[src/rtl/cfgbus_pkg.sv]
// Shared constants and types for the strobed configuration register bank.
package cfgbus_pkg;
    localparam int CFG_W   = 8;   // width of every register and of the bus
    localparam int NREG    = 3;   // number of strobed registers
    localparam int IDX_SYS = 0;   // strobe/register index: system control
    localparam int IDX_MON = 1;   // strobe/register index: monitor routing
    localparam int IDX_CLK = 2;   // strobe/register index: clock/routing
    localparam int RATE_W  = 11;  // width of the rate output (units of 100 Hz)

    typedef enum logic [1:0] {
        EXT_SPDIF  = 2'd0,
        EXT_WC1X   = 2'd1,
        EXT_WC256X = 2'd2,
        EXT_NONE   = 2'd3
    } ext_mode_t;
endpackage

[src/rtl/cfg_sync.sv]
// Multi-stage synchronizer for a bus of asynchronous inputs.
// Assumes each bit is sampled independently; the caller keeps the bus
// stable around strobe edges so skew between bits is harmless.
module cfg_sync #(
    parameter int           W         = 8,
    parameter int           STAGES    = 2,
    parameter logic [W-1:0] RESET_VAL = '0
) (
    input  logic         clk,
    input  logic         rst_n,
    input  logic [W-1:0] d,
    output logic [W-1:0] q
);
    logic [STAGES-1:0][W-1:0] stage_q;

    // Shift the inputs through the stages; reset to the idle level.
    always_ff @(posedge clk) begin
        if (!rst_n) begin
            for (int i = 0; i < STAGES; i++) stage_q[i] <= RESET_VAL;
        end else begin
            stage_q[0] <= d;
            for (int i = 1; i < STAGES; i++) stage_q[i] <= stage_q[i-1];
        end
    end

    assign q = stage_q[STAGES-1];
endmodule

[src/rtl/cfg_capture.sv]
// Per-register rising-edge detection and capture.
// Assumes synchronized inputs. A register loads the synchronized bus on
// the cycle its strobe is seen rising with the enable low. KEEP_MASK
// clears the unused bits so that they always read zero.
module cfg_capture #(
    parameter int                 NREG      = 3,
    parameter int                 W         = 8,
    parameter logic [NREG*W-1:0]  KEEP_MASK = '1
) (
    input  logic                      clk,
    input  logic                      rst_n,
    input  logic [W-1:0]              bus_s,
    input  logic                      oe_s_n,
    input  logic [NREG-1:0]           stb_s_n,
    output logic [NREG-1:0][W-1:0]    regs,
    output logic [NREG-1:0]           cap_pulse
);
    for (genvar g = 0; g < NREG; g++) begin : g_reg
        logic         prev_q;
        logic [W-1:0] data_q;
        logic         cap;

        assign cap = stb_s_n[g] & ~prev_q & ~oe_s_n;

        // Remember the last strobe level; idle level is high.
        always_ff @(posedge clk) begin
            if (!rst_n) prev_q <= 1'b1;
            else        prev_q <= stb_s_n[g];
        end

        // Load the bus on a qualified rising strobe edge.
        always_ff @(posedge clk) begin
            if (!rst_n)   data_q <= '0;
            else if (cap) data_q <= bus_s & KEEP_MASK[g*W +: W];
        end

        assign regs[g]      = data_q;
        assign cap_pulse[g] = cap;
    end
endmodule

[src/rtl/cfg_clock_decode.sv]
// Decodes the low five bits of the clock/routing register into a sample
// rate (units of 100 Hz) or an external sync mode, with error flags.
// Purely combinational.
module cfg_clock_decode
    import cfgbus_pkg::*;
(
    input  logic [4:0]        cfg,
    output logic              ext_sync,
    output logic [RATE_W-1:0] rate_x100hz,
    output logic              rate_bad,
    output ext_mode_t         ext_mode,
    output logic              ext_bad
);
    assign ext_sync = cfg[3];

    // Select rate or external mode and raise flags for reserved codes.
    always_comb begin
        rate_x100hz = '0;
        rate_bad    = 1'b0;
        ext_mode    = EXT_NONE;
        ext_bad     = 1'b0;
        if (!cfg[3]) begin
            case (cfg[2:0])
                3'd0:    rate_x100hz = RATE_W'(441);
                3'd1:    rate_x100hz = RATE_W'(480);
                3'd2:    rate_x100hz = RATE_W'(882);
                3'd3:    rate_x100hz = RATE_W'(960);
                3'd4:    rate_x100hz = RATE_W'(1764);
                3'd5:    rate_x100hz = RATE_W'(1920);
                default: rate_bad    = 1'b1;
            endcase
        end else begin
            case ({cfg[4], cfg[2:0]})
                4'b0000: ext_mode = EXT_SPDIF;
                4'b0010: ext_mode = EXT_WC1X;
                4'b1010: ext_mode = EXT_WC256X;
                default: ext_bad  = 1'b1;
            endcase
        end
    end
endmodule

[src/rtl/cfg_strobe_regs.sv]
// Top of the strobed configuration register bank.
// Synchronizes bus, enable and strobes, captures three registers and
// exposes their decoded fields. Assumes the writer holds the bus stable
// from before the enable falls until after the strobe rises.
module cfg_strobe_regs
    import cfgbus_pkg::*;
#(
    parameter int SYNC_STAGES = 2
) (
    input  logic              clk,
    input  logic              rst_n,
    input  logic [7:0]        bus_data,
    input  logic              bus_oe_n,
    input  logic              sys_stb_n,
    input  logic              mon_stb_n,
    input  logic              clkcfg_stb_n,
    output logic [7:0]        sys_reg,
    output logic [7:0]        mon_reg,
    output logic [7:0]        clkcfg_reg,
    output logic              codec_run,
    output logic              mute_on,
    output logic              phantom_on,
    output logic              phantom_48v,
    output logic              mic_relay,
    output logic [1:0]        in12_mode,
    output logic              in12_mode_bad,
    output logic              in34_hiz,
    output logic [5:0]        mon_paths,
    output logic              ext_sync,
    output logic [10:0]       rate_x100hz,
    output logic              rate_bad,
    output logic [1:0]        ext_mode,
    output logic              ext_bad,
    output logic              coax_i2s,
    output logic              in12_from34,
    output logic              in34_digital
);
    localparam int CTRL_W = NREG + 1;
    localparam logic [NREG*CFG_W-1:0] KEEP = {8'hFF, 8'h3F, 8'hFF};

    logic [CFG_W-1:0]             bus_s;
    logic [CTRL_W-1:0]            ctrl_s;
    logic [NREG-1:0][CFG_W-1:0]   regs;
    logic [NREG-1:0]              cap_pulse;
    ext_mode_t                    ext_mode_e;

    cfg_sync #(.W(CFG_W), .STAGES(SYNC_STAGES), .RESET_VAL('0)) u_sync_bus (
        .clk(clk), .rst_n(rst_n), .d(bus_data), .q(bus_s)
    );

    cfg_sync #(.W(CTRL_W), .STAGES(SYNC_STAGES), .RESET_VAL('1)) u_sync_ctrl (
        .clk(clk), .rst_n(rst_n),
        .d({bus_oe_n, clkcfg_stb_n, mon_stb_n, sys_stb_n}),
        .q(ctrl_s)
    );

    cfg_capture #(.NREG(NREG), .W(CFG_W), .KEEP_MASK(KEEP)) u_capture (
        .clk(clk), .rst_n(rst_n),
        .bus_s(bus_s), .oe_s_n(ctrl_s[NREG]), .stb_s_n(ctrl_s[NREG-1:0]),
        .regs(regs), .cap_pulse(cap_pulse)
    );

    cfg_clock_decode u_clkdec (
        .cfg(regs[IDX_CLK][4:0]),
        .ext_sync(ext_sync), .rate_x100hz(rate_x100hz), .rate_bad(rate_bad),
        .ext_mode(ext_mode_e), .ext_bad(ext_bad)
    );

    assign ext_mode = ext_mode_e;

    assign sys_reg    = regs[IDX_SYS];
    assign mon_reg    = regs[IDX_MON];
    assign clkcfg_reg = regs[IDX_CLK];

    // System control fields.
    assign mic_relay     = sys_reg[0];
    assign phantom_48v   = sys_reg[1];
    assign mute_on       = sys_reg[2];
    assign phantom_on    = ~sys_reg[3];
    assign in12_mode     = sys_reg[5:4];
    assign in12_mode_bad = (sys_reg[5:4] == 2'b10);
    assign in34_hiz      = sys_reg[6];
    assign codec_run     = sys_reg[7];

    // Monitor and routing fields.
    assign mon_paths    = mon_reg[5:0];
    assign coax_i2s     = clkcfg_reg[5];
    assign in12_from34  = clkcfg_reg[6];
    assign in34_digital = clkcfg_reg[7];
endmodule

[config.mk]
export PLATFORM = sky130hd
export DESIGN_NAME = cfg_strobe_regs
export DESIGN_NICKNAME = d
export VERILOG_FILES = /design/src/rtl/cfgbus_pkg.sv /design/src/rtl/cfg_sync.sv /design/src/rtl/cfg_capture.sv /design/src/rtl/cfg_clock_decode.sv /design/src/rtl/cfg_strobe_regs.sv
export SDC_FILE = /design/constraint.sdc
export NUM_CORES = 1
export LEC_CHECK = 0
export BUFFER_PORTS_ARGS = -buffer_cell sky130_fd_sc_hd__buf_2
export CAP_MARGIN = 20
export CORE_UTILIZATION = 48
export CTS_CLUSTER_DIAMETER = 50
export DETAILED_ROUTE_END_ITERATION = 10
export PLACE_DENSITY = 0.82
export RECOVER_POWER = 25
export SLEW_MARGIN = 40
export SYNTH_ARGS = -nofsm -noshare
export SYNTH_HDL_FRONTEND = slang
export SYNTH_SLANG_ARGS = --single-unit
[constraint.sdc]
create_clock -name clk -period 1.43 [get_ports clk]
set_input_delay 0.2145 -clock clk [delete_from_list [all_inputs] [get_ports clk]]
set_output_delay 0.2145 -clock clk [all_outputs]
set_load 0.005 [all_outputs]
# [After elaboration in Yosys (flattened, before gate mapping)]
# Cells that the tools add are included.
[word_totals] ff_bits=49 out_inout_bits=58 word_cells=41
[classes] eq_ne=8 mux=8 bitwise_logic=11 n_reduce_logical=4
[ops] cell="case mux 11 bit (6 select lines)" n=1
[ops] cell="2-to-1 mux 11 bit" n=1
[ops] cell="AND 1 bit" n=6
[ops] cell="== test 3 x 2 -> 1 bit (second input constant)" n=2
[ops] cell="== test 3 bit (second input constant)" n=2
[ops] cell="case mux 2 bit (3 select lines)" n=1
[ops] cell="OR reduction 6 bit" n=1
[ops] cell="inverter 1 bit" n=5
[ops] cell="== test 4 x 2 -> 1 bit (second input constant)" n=1
[ops] cell="== test 4 bit (second input constant)" n=1
[ops] cell="logical NOT 4 bit" n=1
[ops] cell="2-to-1 mux 1 bit" n=4
[ops] cell="== test 3 x 1 -> 1 bit (second input constant)" n=1
[ops] cell="logical NOT 3 bit" n=1
[ops] cell="OR reduction 3 bit" n=1
[ops] cell="== test 2 bit (second input constant)" n=1
[ops] cell="2-to-1 mux 2 bit" n=1

# [Longest topological paths before layout]
[depth] word_depth=4 mapped_depth=4 depth_no_buf=2

# [Modules after synthesis]
# Synthesis repeated with hierarchy kept, for this count alone.
[hier_totals] hier_cells=215 hier_area_um2=2174.6
[by_module_without_submodules] mod="cfg_capture" n_inst=1 cells_per_inst=96 area_per_inst_um2=954.7
[by_module_without_submodules] mod="cfg_sync at u_sync_bus" n_inst=1 cells_per_inst=41 area_per_inst_um2=506.7
[by_module_without_submodules] mod="cfg_clock_decode" n_inst=1 cells_per_inst=40 area_per_inst_um2=335.3
[by_module_without_submodules] mod="cfg_sync at u_sync_ctrl" n_inst=1 cells_per_inst=20 area_per_inst_um2=240.2
[by_module_without_submodules] mod="cfg_strobe_regs" n_inst=1 cells_per_inst=18 area_per_inst_um2=137.6

# [Worst setup path before layout]
# OpenSTA, ideal clock, no wires.
[synth_timing] path_type="register -> output" startpoint="reg u_capture.g_reg[2].data_q[0]" endpoint="out rate_x100hz[3]" arrival_ps=1090 path_slack_ps=126 stages_incl_launch_ff=4 cell_sequence="dfxtp_1 -> clkbuf_1 -> nor4_1 -> buf_4"
[synth_between] elab_chain_cells=3 word_cells_on_any_way=8 classes_between="eq/ne (5); mux (2); reduce/logical (1)"
[synth_rtl] item="from (decl)" line_no="cfg_capture.sv:20" rtl="logic [W-1:0] data_q;"
[synth_rtl] item="from (signal assigned)" line_no="cfg_capture.sv:34" rtl="else if (cap) data_q <= bus_s & KEEP_MASK[g*W +: W];"
[synth_rtl] item="== test 3 bit, or another cell as far along" line_no="cfg_clock_decode.sv:23" rtl="case (cfg[2:0])"
[synth_rtl] item="case mux 11 bit (6 select lines) (*)" line_no="cfg_clock_decode.sv:23"
[synth_rtl] item="2-to-1 mux 11 bit (*)" line_no="cfg_clock_decode.sv:22" rtl="if (!cfg[3]) begin"
[synth_rtl] item="to (decl)" line_no="cfg_strobe_regs.sv:30" rtl="output logic [10:0] rate_x100hz,"
# Mark *: on every way between the ends. The rest lies on a longest branch, timed or not.

# [Worst setup path in the final report]
[layout_timing] startpoint="reg u_capture.g_reg[2].data_q[2]" endpoint="out rate_x100hz[7]"
# Same word-level chain as after synthesis.

==> summary.md <==
| Metric | Value |
|---|---|
| Final TNS setup | `-0.05188 ns` |
| Peak supply drop | `a little over 0.6 mV` |
| Final Cycle Share | `1.019` |
| Total grt overflow | `0` |
| Post-synthesis cell count | `191` |
| Clk Latency, worst-skew pair | `approximately 0.30 ns` |
| Worst Tran Pin Value | `between 0.5 and 0.6 ns` |
| Initial antenna violation count | `0` |
| GR Util All Layers | `0.1595` |
| Area grow syn2layout | `26.50%` |
| Wire length per cell | `11.12 µm` |
| Max cap viols | `0` |
| Final wirelength | `roughly 3.3 mm` |
| Final RePlAce weighted congestion | `slightly above 0.7` |
| PortBufs | `a little under 70` |
| Drt pass-1 iters | `4` |
| Placed Instances | `approximately 290` |
| Clk buf depth | `2` |
| Reg2reg setup slack | `~0.20 ns` |
| Share of the synthesized area in the top cell type | `0.5220` |
| Register area | `between 900 and 1000 µm²` |
| Initial DRC Count | `42` |
| Die W | `approximately 65 µm` |
| CTS tree | `built` |
| Area post-placement | `roughly 2100 µm²` |
| Post-layout util | `0.6397` |
| Worst slack, placed | `0.1656 ns` |
| Final Setup Violations | `2` |
| Avg Synthesized Cell Area | `slightly below 10 µm²` |
| Yosys reg bits | `roughly 50` |
| Top cells by area, synth | `dfxtp_1 (52%), mux2i_1 (12%), buf_4 (8.0%)` |
| Nets | `about 270` |
| CP peak stage delay | `about 0.38 ns` |
| Fmax achieved | `roughly 690 MHz` |
| R2R depth | `2` |
| Via density per instance | `between 4 and 5` |
| LEAKAGE | `~1.1 nW` |
| CP required | `~1.2 ns` |
| Crit path arrival time | `roughly 1.2 ns` |
| Power per Cell Area | `982.4 nW/µm²` |
| Clk root buf | `clkbuf_8` |
| WS Path Type | `flip-flop to output port` |
| Slew headroom | `0.6002` |
| Vias | `1379` |
| Max H-tree Level | `2` |
| Post-route ant nets | `0` |
| CP max-delay cell | `dfxtp_4` |
| Crit Path Max Fanout | `6` |
| Post-synthesis cell type count | `25` |
| CTS Buf Count | `5` |
| Vias in the first global route | `roughly 1100` |
| Top Ports | `72` |
| Detail Placement HPWL | `roughly 2.2 mm` |
| WHS Path Cells | `2` |
| Final instance area | `between 2000 and 2500 µm²` |
| Cell Area, Synth | `1879 µm²` |
| Non-Filler Instances | `approximately 300` |
| Clock transition at the registers of the reported paths | `roughly 0.08 ns` |
| DRC viols | `0` |
| Share of cells above drive strength 1 | `0.4190` |
| Crit-path cells | `buf_6, nand2b_1, a21oi_1, buf_2` |
| First-pass GRT wire length | `4.995 mm` |
| Outcome | `finished, violations left` |
| Synth Warn # | `0` |
| Worst hold path type | `input port to flip-flop` |
| Die ar. | `roughly 4200 µm²` |
| Core Region | `between 3000 and 4000 µm²` |
| CTS sink count | `between 40 and 50` |
| Fin worst setup slack | `-0.02704 ns` |
| Initial Util | `0.5057` |
| Unrepaired setup endpoints after global routing | `yes` |
| Register area share after synthesis | `0.5220` |
| Fin Clk Skew | `about 0.0090 ns` |
| CP Capture Type | `output port` |
| Area occupied by multi-input gates | `~740 µm²` |
| Standard-cell rows | `22` |
| Crit path time final | `about 1.5 ns` |
| Antenna cells | `0` |
| Startpoint types | `flip-flop` |
| Largest area contributor in the netlist | `dfxtp_1` |
| Max Transition Viols Final | `0` |
| Largest net degree at the start of global routing | `22` |
| Hold Fails Final Rpt | `0` |
| Layout filler cell count | `316` |
| DIE HEIGHT | `approximately 65 µm` |
| Violated checks | `negative setup slack` |
[power by group]
| part | switching (mW) | internal, mW |
|---|---|---|
| registers | 0.00984 | 1.39 |
| logic | 0.0393 | 0.0375 |
| clock network | 0.422 | 0.437 |
| total | 0.471 | 1.86 |
[through the flow]
stage	hold WS (ns)	total power, mW
4_1_cts	0.08782	2.362
3_3_place_gp	0.3936	1.518
5_1_grt	0.07368	2.444
2_1_floorplan	0.3160	1.492
6_report	0.09372	2.336
3_5_place_dp	0.3942	1.520
[placed cells by master (no fill, tap or decap)]
master,Yosys,routed
nor3_1,4,1
buf_2,6,68
nand2b_4,0,2
clkbuf_8,0,7
buf_4,20,10
mux2i_1,22,22
nor4_4,0,1
conb_1,1,2
xnor2_1,1,1
clkbuf_2,0,1
inv_1,2,1
nor2b_1,1,1
nand3b_1,1,1
clkinv_2,0,1
inv_4,0,1
a21boi_1,0,1
maj3_2,0,1
a21oi_1,2,2
nand4_1,1,1
o21a_1,1,1
clkbuf_1,5,3
dfxtp_4,0,4
nor3_2,0,3
or3b_1,1,1
nand2_1,30,30
dfxtp_1,49,45
buf_6,1,3
nor2_2,0,1
and2_1,16,15
nor3b_2,1,2
nor2_1,5,4
and2_0,0,1
nand2b_1,16,14
nor4_2,0,1
[flip-flops by register name (all words and copies together), names as in the netlist]
signal               count
u_capture.g.data_q      22
u_capture.g.prev_q       3
u_sync_bus.q             8
u_sync_bus.stage_q       8
u_sync_ctrl.q            4
u_sync_ctrl.stage_q      4
[final timing paths]
| path | from | to |
|---|---|---|
| setup / recovery | u_capture.g_reg[2].data_q[2]$_SDFFE_PN0P_ | rate_x100hz[7] |
| hold / removal | clkcfg_stb_n | u_sync_ctrl.stage_q[2]$_SDFF_PN1_ |
| setup reg to reg | u_sync_ctrl.q[3]$_SDFF_PN1_ | u_capture.g_reg[2].data_q[0]$_SDFFE_PN0P_ |
| hold reg to reg | u_sync_ctrl.stage_q[0]$_SDFF_PN1_ | u_sync_ctrl.q[0]$_SDFF_PN1_ |
[cells by family after synthesis]
logic type      Yosys count  synth area share
other cells               1          0.001995
fa+ha+maj                 1          0.005326
buf+inv                  34            0.1158
flops                    49            0.5220
compound gates            4           0.01332
mux                      22            0.1172
simple gates             79            0.2197
xor+xnor                  1          0.004661
[layout make-up]
class,count,share of cell area
flip-flops and latches,49,0.4189
multi-input cells,109,0.3132
repair buffers,85,0.1958
clock buffers,7,0.04053
well taps,48,0.02526
inverters,2,0.004211
clock inverters,1,0.002105
[routing by layer]
metal	vias up	GRT usage	share of wire
met5	-	0	0
met4	0	0.07500	0.021
met3	6	0.06338	0.052
met2	51	0.2658	0.50
met1	615	0.1767	0.42
li1	707	-	-
[synth_stat cells, drive strengths merged]
cell	instances
a21boi	1
a21oi	2
and2	16
buf	27
clkbuf	5
conb	1
dfxtp	49
inv	2
maj3	1
mux2i	22
nand2	30
nand2b	16
nand3b	1
nand4	1
nor2	5
nor2b	1
nor3	4
nor3b	2
nor4	2
o21a	1
or3b	1
xnor2	1
[worst max-delay path, delay by kind of cell (launching register included)]
kind                   cells  cell delay (ns)
buffers and inverters      2             0.27
DFF                        1             0.38
AOI/OAI and AO/OA          1             0.17
and+or+nand+nor            1             0.12
[timing repair]
action                     CTS  global route
pin swaps                    0             4
resized for setup           11            18
buffers inserted             7             1
setup endpoints to repair   12            12
hold endpoints to repair     0             0
hold buffers                 0             0
Power figures use the tool's default switching activity.
